`config.mk`:
```
export PLATFORM = sky130hd
export DESIGN_NAME = bus_lane_seq
export DESIGN_NICKNAME = d
export VERILOG_FILES = /design/src/rtl/bls_pkg.sv /design/src/rtl/bls_planner.sv /design/src/rtl/bls_wr_steer.sv /design/src/rtl/bls_rd_merge.sv /design/src/rtl/bus_lane_seq.sv
export SDC_FILE = /design/constraint.sdc
export NUM_CORES = 1
export LEC_CHECK = 0
export BUFFER_PORTS_ARGS = -buffer_cell sky130_fd_sc_hd__buf_2
export CAP_MARGIN = 15
export CELL_PAD_IN_SITES_DETAIL_PLACEMENT = 1
export CELL_PAD_IN_SITES_GLOBAL_PLACEMENT = 1
export CORE_ASPECT_RATIO = 1.25
export CORE_MARGIN = 1.5
export CORE_UTILIZATION = 38
export DETAILED_ROUTE_END_ITERATION = 12
export PLACE_DENSITY = 0.8
export SLEW_MARGIN = 25
export SYNTH_ARGS = -nofsm -noshare
export SYNTH_HDL_FRONTEND = slang
export SYNTH_SLANG_ARGS = --single-unit
```
`constraint.sdc`:
```
create_clock -name clk -period 3.4 [get_ports clk]
set_input_delay 0.17 -clock clk [delete_from_list [all_inputs] [get_ports clk]]
set_output_delay 0.17 -clock clk [all_outputs]
set_load 0.05 [all_outputs]
```
`src/rtl/bls_pkg.sv`:
```
package bls_pkg;
  typedef enum logic [1:0] {
    K_MEM = 2'd0,
    K_EXT = 2'd1,
    K_INT = 2'd2,
    K_RSV = 2'd3
  } kind_e;

  typedef enum logic [1:0] {
    S_IDLE = 2'd0,
    S_XFER = 2'd1,
    S_INT1 = 2'd2,
    S_INT2 = 2'd3
  } state_e;

  // byte count of a size code
  function automatic logic [2:0] size_bytes(input logic [1:0] code);
    case (code)
      2'd0:    size_bytes = 3'd1;
      2'd1:    size_bytes = 3'd2;
      default: size_bytes = 3'd4;
    endcase
  endfunction
endpackage

```
`src/rtl/bls_planner.sv`:
```
module bls_planner #(
  parameter int AW = 32
) (
  input  logic [AW-1:0] cyc_addr,
  input  logic [2:0]    nbytes,
  input  logic          io,
  output logic [1:0]    be,
  output logic [2:0]    take
);
  always_comb begin
    if (io) begin
      if (nbytes == 3'd1) begin
        be   = cyc_addr[0] ? 2'b01 : 2'b10;
        take = 3'd1;
      end else begin
        be   = 2'b11;
        take = nbytes;
      end
    end else if (cyc_addr[0]) begin
      be   = 2'b01;
      take = 3'd1;
    end else if (nbytes >= 3'd2) begin
      be   = 2'b11;
      take = 3'd2;
    end else begin
      be   = 2'b10;
      take = 3'd1;
    end
  end
endmodule

```
`src/rtl/bls_wr_steer.sv`:
```
module bls_wr_steer #(
  parameter int VW = 32,
  localparam int PW = $clog2(VW / 8)
) (
  input  logic [VW-1:0] wdata,
  input  logic [PW-1:0] ptr,
  input  logic [1:0]    be,
  output logic [15:0]   lanes
);
  logic [PW-1:0] ptr1;
  logic [7:0]    b0, b1;

  always_comb begin
    ptr1  = ptr + PW'(1);
    b0    = wdata[ptr * 8 +: 8];
    b1    = wdata[ptr1 * 8 +: 8];
    lanes = '0;
    if (be[1]) lanes[15:8] = b0;
    if (be[0]) lanes[7:0]  = be[1] ? b1 : b0;
  end
endmodule

```
`src/rtl/bls_rd_merge.sv`:
```
module bls_rd_merge #(
  parameter int VW = 32,
  localparam int PW = $clog2(VW / 8)
) (
  input  logic [VW-1:0] acc,
  input  logic [15:0]   din,
  input  logic [PW-1:0] ptr,
  input  logic [1:0]    be,
  output logic [VW-1:0] acc_n
);
  logic [PW-1:0] ptr1;

  always_comb begin
    ptr1  = ptr + PW'(1);
    acc_n = acc;
    if (be[1]) acc_n[ptr * 8 +: 8] = din[15:8];
    if (be[0]) begin
      if (be[1]) acc_n[ptr1 * 8 +: 8] = din[7:0];
      else       acc_n[ptr * 8 +: 8]  = din[7:0];
    end
  end
endmodule

```
`src/rtl/bus_lane_seq.sv`:
```
module bus_lane_seq
  import bls_pkg::*;
#(
  parameter int AW     = 32,
  parameter int VW     = 32,
  parameter int INT_AW = 8
) (
  input  logic          clk,
  input  logic          rst,
  input  logic          req_valid,
  output logic          req_ready,
  input  logic [1:0]    req_kind,
  input  logic          req_write,
  input  logic [AW-1:0] req_addr,
  input  logic [1:0]    req_size,
  input  logic [VW-1:0] req_wdata,
  output logic          done,
  output logic [VW-1:0] rdata,
  output logic [AW-1:0] bus_addr,
  output logic [1:0]    bus_be,
  output logic [15:0]   bus_dout,
  input  logic [15:0]   bus_din,
  output logic          bus_mem_stb,
  output logic          bus_io_stb,
  output logic          bus_wr
);
  localparam int PW = $clog2(VW / 8);

  state_e        st;
  logic [AW-1:0] base_q;
  logic          wr_q;
  logic [VW-1:0] wdata_q;
  logic [VW-1:0] acc_q;
  logic [2:0]    ptr_q, rem_q, take_q;
  logic          done_q;
  logic [VW-1:0] rdata_q;
  logic [AW-1:0] addr_q;
  logic [1:0]    be_q;
  logic [15:0]   dout_q;
  logic          mstb_q, iostb_q, wrq_q;

  // plan of the next bus cycle
  logic          idle;
  logic [2:0]    nxt_ptr;
  logic [AW-1:0] p_addr;
  logic [2:0]    p_n;
  logic          p_io;
  logic [1:0]    p_be;
  logic [2:0]    p_take;
  logic [VW-1:0] s_wdata;
  logic [PW-1:0] s_ptr;
  logic [15:0]   s_lanes;
  logic [VW-1:0] acc_n;
  logic          last;

  assign idle    = (st == S_IDLE);
  assign nxt_ptr = ptr_q + take_q;
  assign last    = (rem_q == take_q);

  always_comb begin
    if (idle) begin
      p_addr  = req_addr;
      p_n     = size_bytes(req_size);
      p_io    = (req_kind != K_MEM);
      s_wdata = req_wdata;
      s_ptr   = '0;
    end else begin
      p_addr  = base_q + AW'(nxt_ptr);
      p_n     = rem_q - take_q;
      p_io    = 1'b0;
      s_wdata = wdata_q;
      s_ptr   = nxt_ptr[PW-1:0];
    end
  end

  bls_planner #(.AW(AW)) u_plan (
    .cyc_addr(p_addr), .nbytes(p_n), .io(p_io), .be(p_be), .take(p_take)
  );

  bls_wr_steer #(.VW(VW)) u_steer (
    .wdata(s_wdata), .ptr(s_ptr), .be(p_be), .lanes(s_lanes)
  );

  bls_rd_merge #(.VW(VW)) u_merge (
    .acc(acc_q), .din(bus_din), .ptr(ptr_q[PW-1:0]), .be(be_q), .acc_n(acc_n)
  );

  always_ff @(posedge clk) begin
    if (rst) begin
      st      <= S_IDLE;
      base_q  <= '0;
      wr_q    <= 1'b0;
      wdata_q <= '0;
      acc_q   <= '0;
      ptr_q   <= '0;
      rem_q   <= '0;
      take_q  <= '0;
      done_q  <= 1'b0;
      rdata_q <= '0;
      addr_q  <= '0;
      be_q    <= '0;
      dout_q  <= '0;
      mstb_q  <= 1'b0;
      iostb_q <= 1'b0;
      wrq_q   <= 1'b0;
    end else begin
      done_q <= 1'b0;
      case (st)
        S_IDLE: begin
          if (req_valid) begin
            base_q  <= req_addr;
            wr_q    <= req_write;
            wdata_q <= req_wdata;
            acc_q   <= '0;
            if (req_kind == K_INT) begin
              st      <= S_INT1;
              addr_q  <= {{(AW-INT_AW){1'b0}}, req_addr[INT_AW-1:0]};
              be_q    <= 2'b00;
              dout_q  <= req_write ? {req_wdata[7:0], 8'h00} : 16'h0000;
              mstb_q  <= 1'b0;
              iostb_q <= 1'b0;
              wrq_q   <= 1'b0;
            end else begin
              st      <= S_XFER;
              ptr_q   <= '0;
              rem_q   <= p_n;
              take_q  <= p_take;
              addr_q  <= req_addr;
              be_q    <= p_be;
              dout_q  <= req_write ? s_lanes : 16'h0000;
              mstb_q  <= (req_kind == K_MEM);
              iostb_q <= (req_kind != K_MEM);
              wrq_q   <= req_write;
            end
          end
        end
        S_XFER: begin
          if (!wr_q) acc_q <= acc_n;
          if (last) begin
            st      <= S_IDLE;
            done_q  <= 1'b1;
            rdata_q <= wr_q ? '0 : acc_n;
            be_q    <= 2'b00;
            dout_q  <= 16'h0000;
            mstb_q  <= 1'b0;
            iostb_q <= 1'b0;
            wrq_q   <= 1'b0;
          end else begin
            ptr_q  <= nxt_ptr;
            rem_q  <= p_n;
            take_q <= p_take;
            addr_q <= p_addr;
            be_q   <= p_be;
            dout_q <= wr_q ? s_lanes : 16'h0000;
          end
        end
        S_INT1: st <= S_INT2;
        default: begin
          st      <= S_IDLE;
          done_q  <= 1'b1;
          rdata_q <= wr_q ? '0 : {{(VW-8){1'b0}}, bus_din[15:8]};
          dout_q  <= 16'h0000;
        end
      endcase
    end
  end

  assign req_ready   = idle;
  assign done        = done_q;
  assign rdata       = rdata_q;
  assign bus_addr    = addr_q;
  assign bus_be      = be_q;
  assign bus_dout    = dout_q;
  assign bus_mem_stb = mstb_q;
  assign bus_io_stb  = iostb_q;
  assign bus_wr      = wrq_q;

  // no strobe while idle
  a_r1_idle_quiet: assert property (@(posedge clk) disable iff (rst)
    req_ready |-> (!bus_mem_stb && !bus_io_stb));
  // two-lane memory cycles sit on an even address
  a_r3_word_even: assert property (@(posedge clk) disable iff (rst)
    (bus_mem_stb && bus_be == 2'b11) |-> !bus_addr[0]);
  // a strobed cycle enables a lane
  a_r3_lane_used: assert property (@(posedge clk) disable iff (rst)
    (bus_mem_stb || bus_io_stb) |-> (bus_be != 2'b00));
  // at most one strobe kind, and I/O never takes two cycles
  a_r7_one_kind: assert property (@(posedge clk) disable iff (rst)
    $onehot0({bus_mem_stb, bus_io_stb}));
  a_r7_io_single: assert property (@(posedge clk) disable iff (rst)
    bus_io_stb |=> !bus_io_stb);
  // strobe-less clocks enable no lane
  a_r8_quiet_lanes: assert property (@(posedge clk) disable iff (rst)
    (!bus_mem_stb && !bus_io_stb) |-> (bus_be == 2'b00));
  // completion is a single pulse, acceptance leaves idle
  a_r9_done_pulse: assert property (@(posedge clk) disable iff (rst)
    done |=> !done);
  a_r9_accept: assert property (@(posedge clk) disable iff (rst)
    (req_valid && req_ready) |=> !req_ready);
endmodule

```
==> out/results.tsv, run 1 <==
metric	value	unit
yosys.area_share.simple	20.8	%
timing_worst_setup_path_type	reg -> reg	
rr_startpoint	ptr_q[1]	
seq_area_frac_synth	41.0	%
synth_top_cell_area_share	41.0	%
finalSetupViolCount	0	
synth_fa_ha_area_share	2.22	%
grt_max_degree	65	
slew_headroom	38.4	%
synth.distinct_cells	74	
async_flop_share	0	%
finalSetupTns	0	ps
ys.flop_type	dfxtp_1	
via_per_inst	5.84	
yosys-top-cells-area	dfxtp_1 (41%), nand2_1 (8.7%), a21oi_1 (5.0%)	
antenna_found_initial	1	
synth_fp_nets	1209	
ff2ff_path_depth	10	
period_minus_slack	3200	ps
skew	13.1	ps
cts_sinks	194	
cts_buffer_depth	2	
gr-total-overflow	0	
fmax	312	MHz
hold_end	wdata_q[3]	
synthMostInstantiatedCell	nand2_1	
grt_pass1_wl	52.5	mm
core-area	0.0245	mm^2
dp_slack	190	ps
seqCellArea	0.00388	mm^2
ant_nets	0	
drt_first_pass_iters	5	
root_buffer	clkbuf_16	
tightest_slew	918	ps
fin_crit_sh	94.2	%
placed_cell_area	0.0107	mm^2
die_area	0.0259	mm^2
cp-start-kind	register	
hpwl	23.0	mm
rsz0062_at_grt	false	
cp.required	3710	ps
fin_area	0.0118	mm^2
fillerInstances	2991	
cp_max_fo	9	
cts-buffers-inserted	17	
post_cts_buffers	0	
p_leak	4.69	nW
placed_cells	1563	
fin_util	48.0	%
ys_ff_latch	194	
final_cells	1647	
peakVddDrop	0.000284	V
layout.nets	1407	
dieHeight	179	um
grt_pass1_vias	9829	
vias	9613	
synth_commonest_cells	nand2_1 (220), dfxtp_1 (194), a21oi_1 (94), a22o_1 (53)	
cts_tree	built	
p_per_area	559	mW/mm^2
rr_endpoint	bus_addr[30]	
syn_inst	1106	
cpPeakStageDelay	450	ps
synth.mux.area_fraction	3.91	%
ios	175	
wl	32.8	mm
layout_setup_ws	198	ps
cp_cell_sequence	inv_1 -> fa_1 -> xor2_1 -> xnor2_1 -> ha_1 -> a21o_1 -> nand4_1 -> o31a_1 -> o21ai_0 -> a31oi_1	
status	finished, final reports clean	
gp_congestion	0.844	
cap_violations	0	
cts-htree-levels	4	
hold_path.class	in -> reg	
synth_area_per_cell	8.56	um^2
port_buffers	174	
crit_path_end_kind	register	
wire_per_inst	19.9	um
synth_top_family_by_area	compound AO/OA/AOI/OAI gates	
initial_utilization	38.6	%
arrival	3510	ps
clock_latency	440	ps
finalHoldViolations	0	
syn_area	0.00946	mm^2
synth-compound-area-share	25.5	%
area_delta_synth_final	24.4	%
min_from	req_wdata[3]	
yosys_warnings	0	
clk_pin_slew	80	ps
num_rows	64	
reg2reg_slack	200	ps
synth_edf_count	0	
whs_path_depth	3	
drt-initial-drc-count	533	
critPathSlowestCell	fa_1	
multi_input_area	0.00522	mm^2
drive_gt1_share	20.6	%
drc	0	
dieWidth	144	um
slew_violations	0	
synth_xor_area_share	2.37	%
grt_usage	25.6	%
yosysTopAreaCell	dfxtp_1	
metrics by stage:
| step | power (mW) | hold WS (ps) |
|---|---|---|
| 2_1_floorplan | 4.01 | 306 |
| 3_3_place_gp | 4.54 | 412 |
| 3_5_place_dp | 4.59 | 423 |
| 4_1_cts | 6.61 | 2.78 |
| 5_1_grt | 6.90 | 15.1 |
| 6_report | 6.58 | 16.7 |
power by group:
group	total (mW)	switching (mW)	internal, mW
combinational	1.97	1.34	0.634
clock	1.98	0.957	1.02
sequential	2.63	0.173	2.46
total	6.58	2.47	4.12
worst max-delay path by stage:
stage | startpoint | to | slack, ps | depth (start not counted)
floorplan | ptr_q[0] | bus_addr[29] | 80 | 13
global placement | ptr_q[1] | bus_addr[29] | 320 | 10
detailed placement | ptr_q[1] | bus_addr[29] | 190 | 10
CTS | ptr_q[1] | bus_addr[29] | 170 | 10
global route | ptr_q[1] | bus_addr[30] | 6 | 10
finish | ptr_q[1] | bus_addr[30] | 200 | 10
cell usage in the layout, fill, tap and decap left out, types with 17 or more instances in the layout:
cell / count
buf_4: 33
a211oi_1: 19
buf_2: 173
nand3_1: 26
dfxtp_1: 194
a22o_1: 53
nor2_1: 50
nand2_1: 219
clkbuf_16: 17
o21ai_0: 18
a21oi_1: 93
o22ai_1: 38
dlygate4sd3_1: 52
a22oi_1: 35
nor3_1: 18
registers in the layout (all words and copies together), names as in the netlist:
name         flops
acc_q           32
base_q          32
bus_addr        32
rdata           32
wdata_q         32
bus_dout        16
ptr_q            3
rem_q            3
take_q           3
bus_be           2
st               2
bus_io_stb       1
bus_mem_stb      1
bus_wr           1
done             1
wr_q             1
logic make-up (layout without fill, tap and decap cells):
| family | after synthesis | in the layout |
|---|---|---|
| other | 0 | 1 |
| and+or+nand+nor | 418 | 418 |
| DFF | 194 | 194 |
| adders and majority gates | 15 | 15 |
| xor gates and xnor gates | 24 | 24 |
| AOI/OAI and AO/OA | 344 | 344 |
| buffers and inverters | 94 | 304 |
| muxes | 17 | 17 |
what timing repair did:
item / CTS / global route
endpoints found under the hold margin: 52 / 0
endpoints found under the setup margin: 0 / 1
gates resized for setup: 0 / 2
hold buffers: 52 / 0
cell type report:
type,instances,share of cell area (%)
inverters,15,0.478
flip-flops and latches,194,33.0
multi-input cells,818,44.4
clock buffers,18,3.65
diodes,1,0.0213
repair buffers,258,13.9
well taps,330,3.51
clock inverters,13,1.11
worst max-delay path: cells and delay by family, from the launching register on:
| family | cells | cell delay [ps] |
|---|---|---|
| AOI/OAI and AO/OA | 4 | 860 |
| adders and majority gates | 2 | 870 |
| and+or+nand+nor | 1 | 450 |
| DFF | 1 | 400 |
| buffers and inverters | 1 | 150 |
| xor gates and xnor gates | 2 | 330 |
layer usage:
layer	share of wire [%]	track usage, %	up-vias	routed length (um)
li1	-	-	4472	-
met4	5.0	13.4	0	1630
met3	4.9	3.94	97	1620
met2	50	44.4	340	16500
met5	0	0	-	0
met1	40	30.0	4704	13000
Note: power is estimated with default switching activity, not from simulation.
==> run 2, diff against run 1 <==
--- a/config.mk
+++ b/config.mk
@@ -11,7 +11,7 @@
 export CELL_PAD_IN_SITES_GLOBAL_PLACEMENT = 1
 export CORE_ASPECT_RATIO = 1.25
 export CORE_MARGIN = 1.5
-export CORE_UTILIZATION = 38
+export CORE_UTILIZATION = 40
 export DETAILED_ROUTE_END_ITERATION = 12
 export PLACE_DENSITY = 0.8
 export SLEW_MARGIN = 25
==> constraint.sdc (replaced) <==
create_clock -name clk -period 3.53 [get_ports clk]
set_input_delay 0.1765 -clock clk [delete_from_list [all_inputs] [get_ports clk]]
set_output_delay 0.1765 -clock clk [all_outputs]
set_load 0.05 [all_outputs]
==> run 2 against run 1 <==
- clock-buffer cell count grew 1
- critical endpoint is now bus_addr[29]
- maximum frequency shrank 3.3%
- combinational power shrank 4%
- worst setup slack better by 19 ps
- largest power group unchanged
- total power shrank 3.2%
- sequential share of layout area rose by 0.33 points
- final area is 0.98% lower
- core utilization up 2.4 points
- highest routed layer unchanged
==> out/results.tsv, run 2 (synthesis gave the netlist of run 1 again) <==
metric	value	unit
vias	9542	
drt_first_pass_iters	5	
tightest_slew	973	ps
whs_path_depth	3	
layout_commonest_cell	nand2_1	
fmax	302	MHz
clock_latency	450	ps
grt_pass1_vias	9594	
fin_area	0.0117	mm^2
crit_path_end_kind	register	
cts-buffers-inserted	17	
ant_nets	0	
die_area	0.0246	mm^2
cts_buffer_depth	2	
gr-total-overflow	0	
min_from	req_addr[19]	
wire_per_inst	20.9	um
wl_met1	13.8	mm
dieHeight	175	um
fin_crit_sh	93.8	%
drive_gt1_share	20.2	%
grt_pass1_wl	52.1	mm
grt_usage	26.9	%
root_buffer	clkbuf_16	
status	finished, final reports clean	
layout_common_cells	nand2_1 (219), dfxtp_1 (194), buf_2 (173)	
arrival	3680	ps
top_layer	met4	
post_cts_buffers	0	
antenna_found_initial	1	
rr_endpoint	bus_addr[29]	
drc	0	
cts_sinks	194	
wl	33.4	mm
skew	15.4	ps
period_minus_slack	3310	ps
cp_max_fo	6	
gp_congestion	0.882	
via_per_inst	5.97	
num_rows	62	
wl_met3	1.37	mm
drt-initial-drc-count	559	
timing_worst_setup_path_type	reg -> reg	
clk_pin_slew	70	ps
peakVddDrop	0.000380	V
finalHoldViolations	0	
cp.required	3900	ps
finalSetupTns	0	ps
layout.nets	1398	
p_per_area	547	mW/mm^2
rsz0062_at_grt	false	
hold_end	base_q[19]	
cts_tree	built	
cts-htree-levels	4	
initial_utilization	40.9	%
dieWidth	141	um
slew_violations	0	
hold_path.class	in -> reg	
finalPower	6.37	mW
cp-start-kind	register	
hpwl	22.7	mm
placed_cell_area	0.0106	mm^2
port_buffers	174	
wl_met2	16.9	mm
cap_violations	0	
holdBufCountCts	49	
finalSetupViolCount	0	
reg2reg_slack	220	ps
area_delta_synth_final	23.2	%
rr_startpoint	ptr_q[1]	
grt_max_degree	66	
post_cts_resized	0	
ios	175	
core-area	0.0231	mm^2
p_leak	4.66	nW
slew_headroom	35.0	%
fillerInstances	2793	
ff2ff_path_depth	10	
## run 2: per-stage QoR
stage | utilization, % | setup slack, ps | cells | hold WS (ps)
3_5_place_dp | 45.8 | 242 | 1514 | 425
3_3_place_gp | 45.7 | 378 | 1514 | 419
5_1_grt | 50.4 | 6.90 | 1597 | 9.04
2_1_floorplan | - | 126 | 1106 | 312
4_1_cts | 50.4 | 237 | 1595 | 0.362
6_report | 50.4 | 217 | 1598 | 9.26
## run 2: how the worst max path moves through the flow
stage | startpoint | end | slack [ps] | cells past startpoint
after floorplan | ptr_q[0] | bus_addr[29] | 130 | 13
after global placement | ptr_q[1] | bus_addr[29] | 380 | 10
after detailed placement | ptr_q[1] | bus_addr[29] | 240 | 10
after CTS | ptr_q[1] | bus_addr[29] | 240 | 10
after global routing | ptr_q[1] | bus_addr[21] | 7 | 11
final | ptr_q[1] | bus_addr[29] | 220 | 10
## run 2: worst max-delay path: stages (launching register included)
cell     delay (ps)
dfxtp_1         410
inv_1           150
fa_1            450
xor2_1          160
xnor2_1         160
ha_1            390
nand3_1         200
and2_1          270
or4_4           530
or3_1           340
a41oi_2         180
## run 2: per-layer routing
metal | vias up | GRT usage, %
met5 | - | 0
met4 | 0 | 12.4
met3 | 68 | 4.17
met2 | 293 | 47.6
met1 | 4713 | 31.9
li1 | 4468 | -
## run 2: layout make-up
| type | count | area, um^2 | area share, % |
|---|---|---|---|
| flip-flops and latches | 194 | 3880 | 33.3 |
| clock buffers | 19 | 443 | 3.80 |
| multi-input cells | 818 | 5220 | 44.8 |
| clock inverters | 13 | 126 | 1.08 |
| repair buffers | 249 | 1560 | 13.4 |
| inverters | 15 | 56.3 | 0.483 |
| well taps | 288 | 360 | 3.09 |
| diodes | 2 | 5.00 | 0.0429 |
## run 2: report_power, final
| part | internal (mW) | leakage, nW | switching (mW) |
|---|---|---|---|
| clock | 1.00 | 0.272 | 0.922 |
| sequential | 2.37 | 1.58 | 0.178 |
| combinational | 0.606 | 2.81 | 1.29 |
==> run 3, diff against run 2 <==
--- a/config.mk
+++ b/config.mk
@@ -10,11 +10,12 @@
 export CELL_PAD_IN_SITES_DETAIL_PLACEMENT = 1
 export CELL_PAD_IN_SITES_GLOBAL_PLACEMENT = 1
 export CORE_ASPECT_RATIO = 1.25
-export CORE_MARGIN = 1.5
-export CORE_UTILIZATION = 40
+export CORE_MARGIN = 3
+export CORE_UTILIZATION = 25
 export DETAILED_ROUTE_END_ITERATION = 12
-export PLACE_DENSITY = 0.8
+export PLACE_DENSITY = 0.56
 export SLEW_MARGIN = 25
 export SYNTH_ARGS = -nofsm -noshare
 export SYNTH_HDL_FRONTEND = slang
+export SYNTH_HIERARCHICAL = 1
 export SYNTH_SLANG_ARGS = --single-unit
==> run 3 against run 2 <==
- register-to-register slack better by 250 ps
- combinational power is 15% higher
- non-clock buffer count is 23 higher
- sequential cell count stayed put
- die area is 80% higher
- core utilization is 19 points lower
- synthesized cell count is 17% higher
- total power is 3.3% higher
- wire length is 19% higher
- critical path depth stayed put
- clock-buffer cell count is 2 higher
- clock skew is 3.0 ps lower
- largest power group unchanged
==> out/results.tsv, run 3 <==
metric	value	unit
status	finished, final reports clean	
root_buffer	clkbuf_16	
wire_per_inst	19.5	um
gr-total-overflow	0	
area_delta_synth_final	24.2	%
cts_buffer_depth	2	
drt-initial-drc-count	655	
layout.nets	1577	
fmax	327	MHz
wl	39.7	mm
num_rows	83	
ios	175	
clk_pin_slew	80	ps
period_minus_slack	3060	ps
die_area	0.0444	mm^2
p_leak	5.14	nW
p_per_area	506	mW/mm^2
final_cells	2039	
finalSetupTns	0	ps
cts-htree-levels	4	
cp.required	3930	ps
via_per_inst	5.07	
synth_area_per_cell	8.08	um^2
skew	12.4	ps
grt_max_degree	71	
syn_area	0.0105	mm^2
drc	0	
drt_first_pass_iters	6	
port_buffers	174	
grt_pass1_wl	62.5	mm
antenna_found_initial	1	
arrival	3460	ps
drive_gt1_share	18.5	%
post_cts_resized	0	
gp_congestion	0.783	
slew_violations	0	
layout_common_cells	nand2_1 (299), dfxtp_1 (194), buf_2 (173)	
hpwl	27.5	mm
whs	56.1	ps
fillerInstances	4959	
cap_violations	0	
placed_cell_area	0.0118	mm^2
cp_max_fo	8	
slew_headroom	41.7	%
core-area	0.0412	mm^2
placed_cells	1942	
cts-buffers-inserted	17	
syn_inst	1296	
synth_fp_nets	1399	
timing_worst_setup_path_type	reg -> reg	
fin_crit_sh	86.7	%
layout_commonest_cell	nand2_1	
peakVddDrop	0.000369	V
clock_latency	460	ps
ant_nets	0	
fin_area	0.0130	mm^2
yosys_warnings	6	
grt_usage	17.7	%
cts_tree	built	
dieHeight	235	um
finalHoldViolations	0	
cp-start-kind	register	
finalPower	6.58	mW
vias	10338	
finalSetupViolCount	0	
rsz0062_at_grt	false	
cts_sinks	194	
crit_path_end_kind	register	
dieWidth	189	um
initial_utilization	25.4	%
tightest_slew	874	ps
grt_pass1_vias	10780	
hold_path.class	in -> reg	
[run 3: final cells by class]
| cell class | instances | area (um^2) | share of cell area [%] |
|---|---|---|---|
| multi-input combinational | 970 | 6030 | 46.4 |
| clock inverter | 10 | 75.1 | 0.578 |
| inverter | 19 | 71.3 | 0.549 |
| clock buffer | 21 | 460 | 3.54 |
| sequential | 194 | 3880 | 29.9 |
| antenna | 1 | 2.50 | 0.0193 |
| tap | 552 | 691 | 5.31 |
| timing repair buffer | 272 | 1780 | 13.7 |
[run 3: critical path, cell delays in order (launching register included)]
cell and delay, ps:
dfxtp_1 340, ha_1 200, fa_1 380, xnor2_1 150, xnor2_1 220, ha_1 320
a21oi_1 410, and2_1 540, xor2_1 120, o21ai_0 180, o211a_1 150
[run 3: report_power, final]
group | switching [mW] | internal, mW | total [mW]
sequential | 0.141 | 2.37 | 2.52
clock | 0.933 | 0.945 | 1.88
combinational | 1.52 | 0.668 | 2.19
[run 3: worst paths after layout]
path                from           to  slack (ps)  depth (start not counted)
max reg2reg    take_q[0]  bus_addr[3]         470                         10
max            take_q[0]  bus_addr[3]         470                         10
min reg2reg  bus_addr[7]  bus_addr[7]         460                          2
min            req_write         wr_q          60                          3
[run 3: repair_timing]
action                                  4_1_cts  5_1_grt
endpoints found under the setup margin        0        0
hold buffers                                 65        0
endpoints found under the hold margin        69        0
buffers inserted                              0        0
[run 3: routing by layer]
layer | track usage, % | vias up | part of all wire, %
met2 | 30.2 | 221 | 48
li1 | - | 5021 | -
met3 | 2.63 | 49 | 3.6
met5 | 0 | - | 0
met4 | 6.53 | 0 | 2.6
met1 | 22.7 | 5047 | 46
[run 3: per-stage QoR]
step,setup slack [ps],util (%)
floorplan,578,-
global placement,473,28.6
detailed placement,480,28.6
CTS,447,31.5
global route,119,31.5
finish,470,31.5
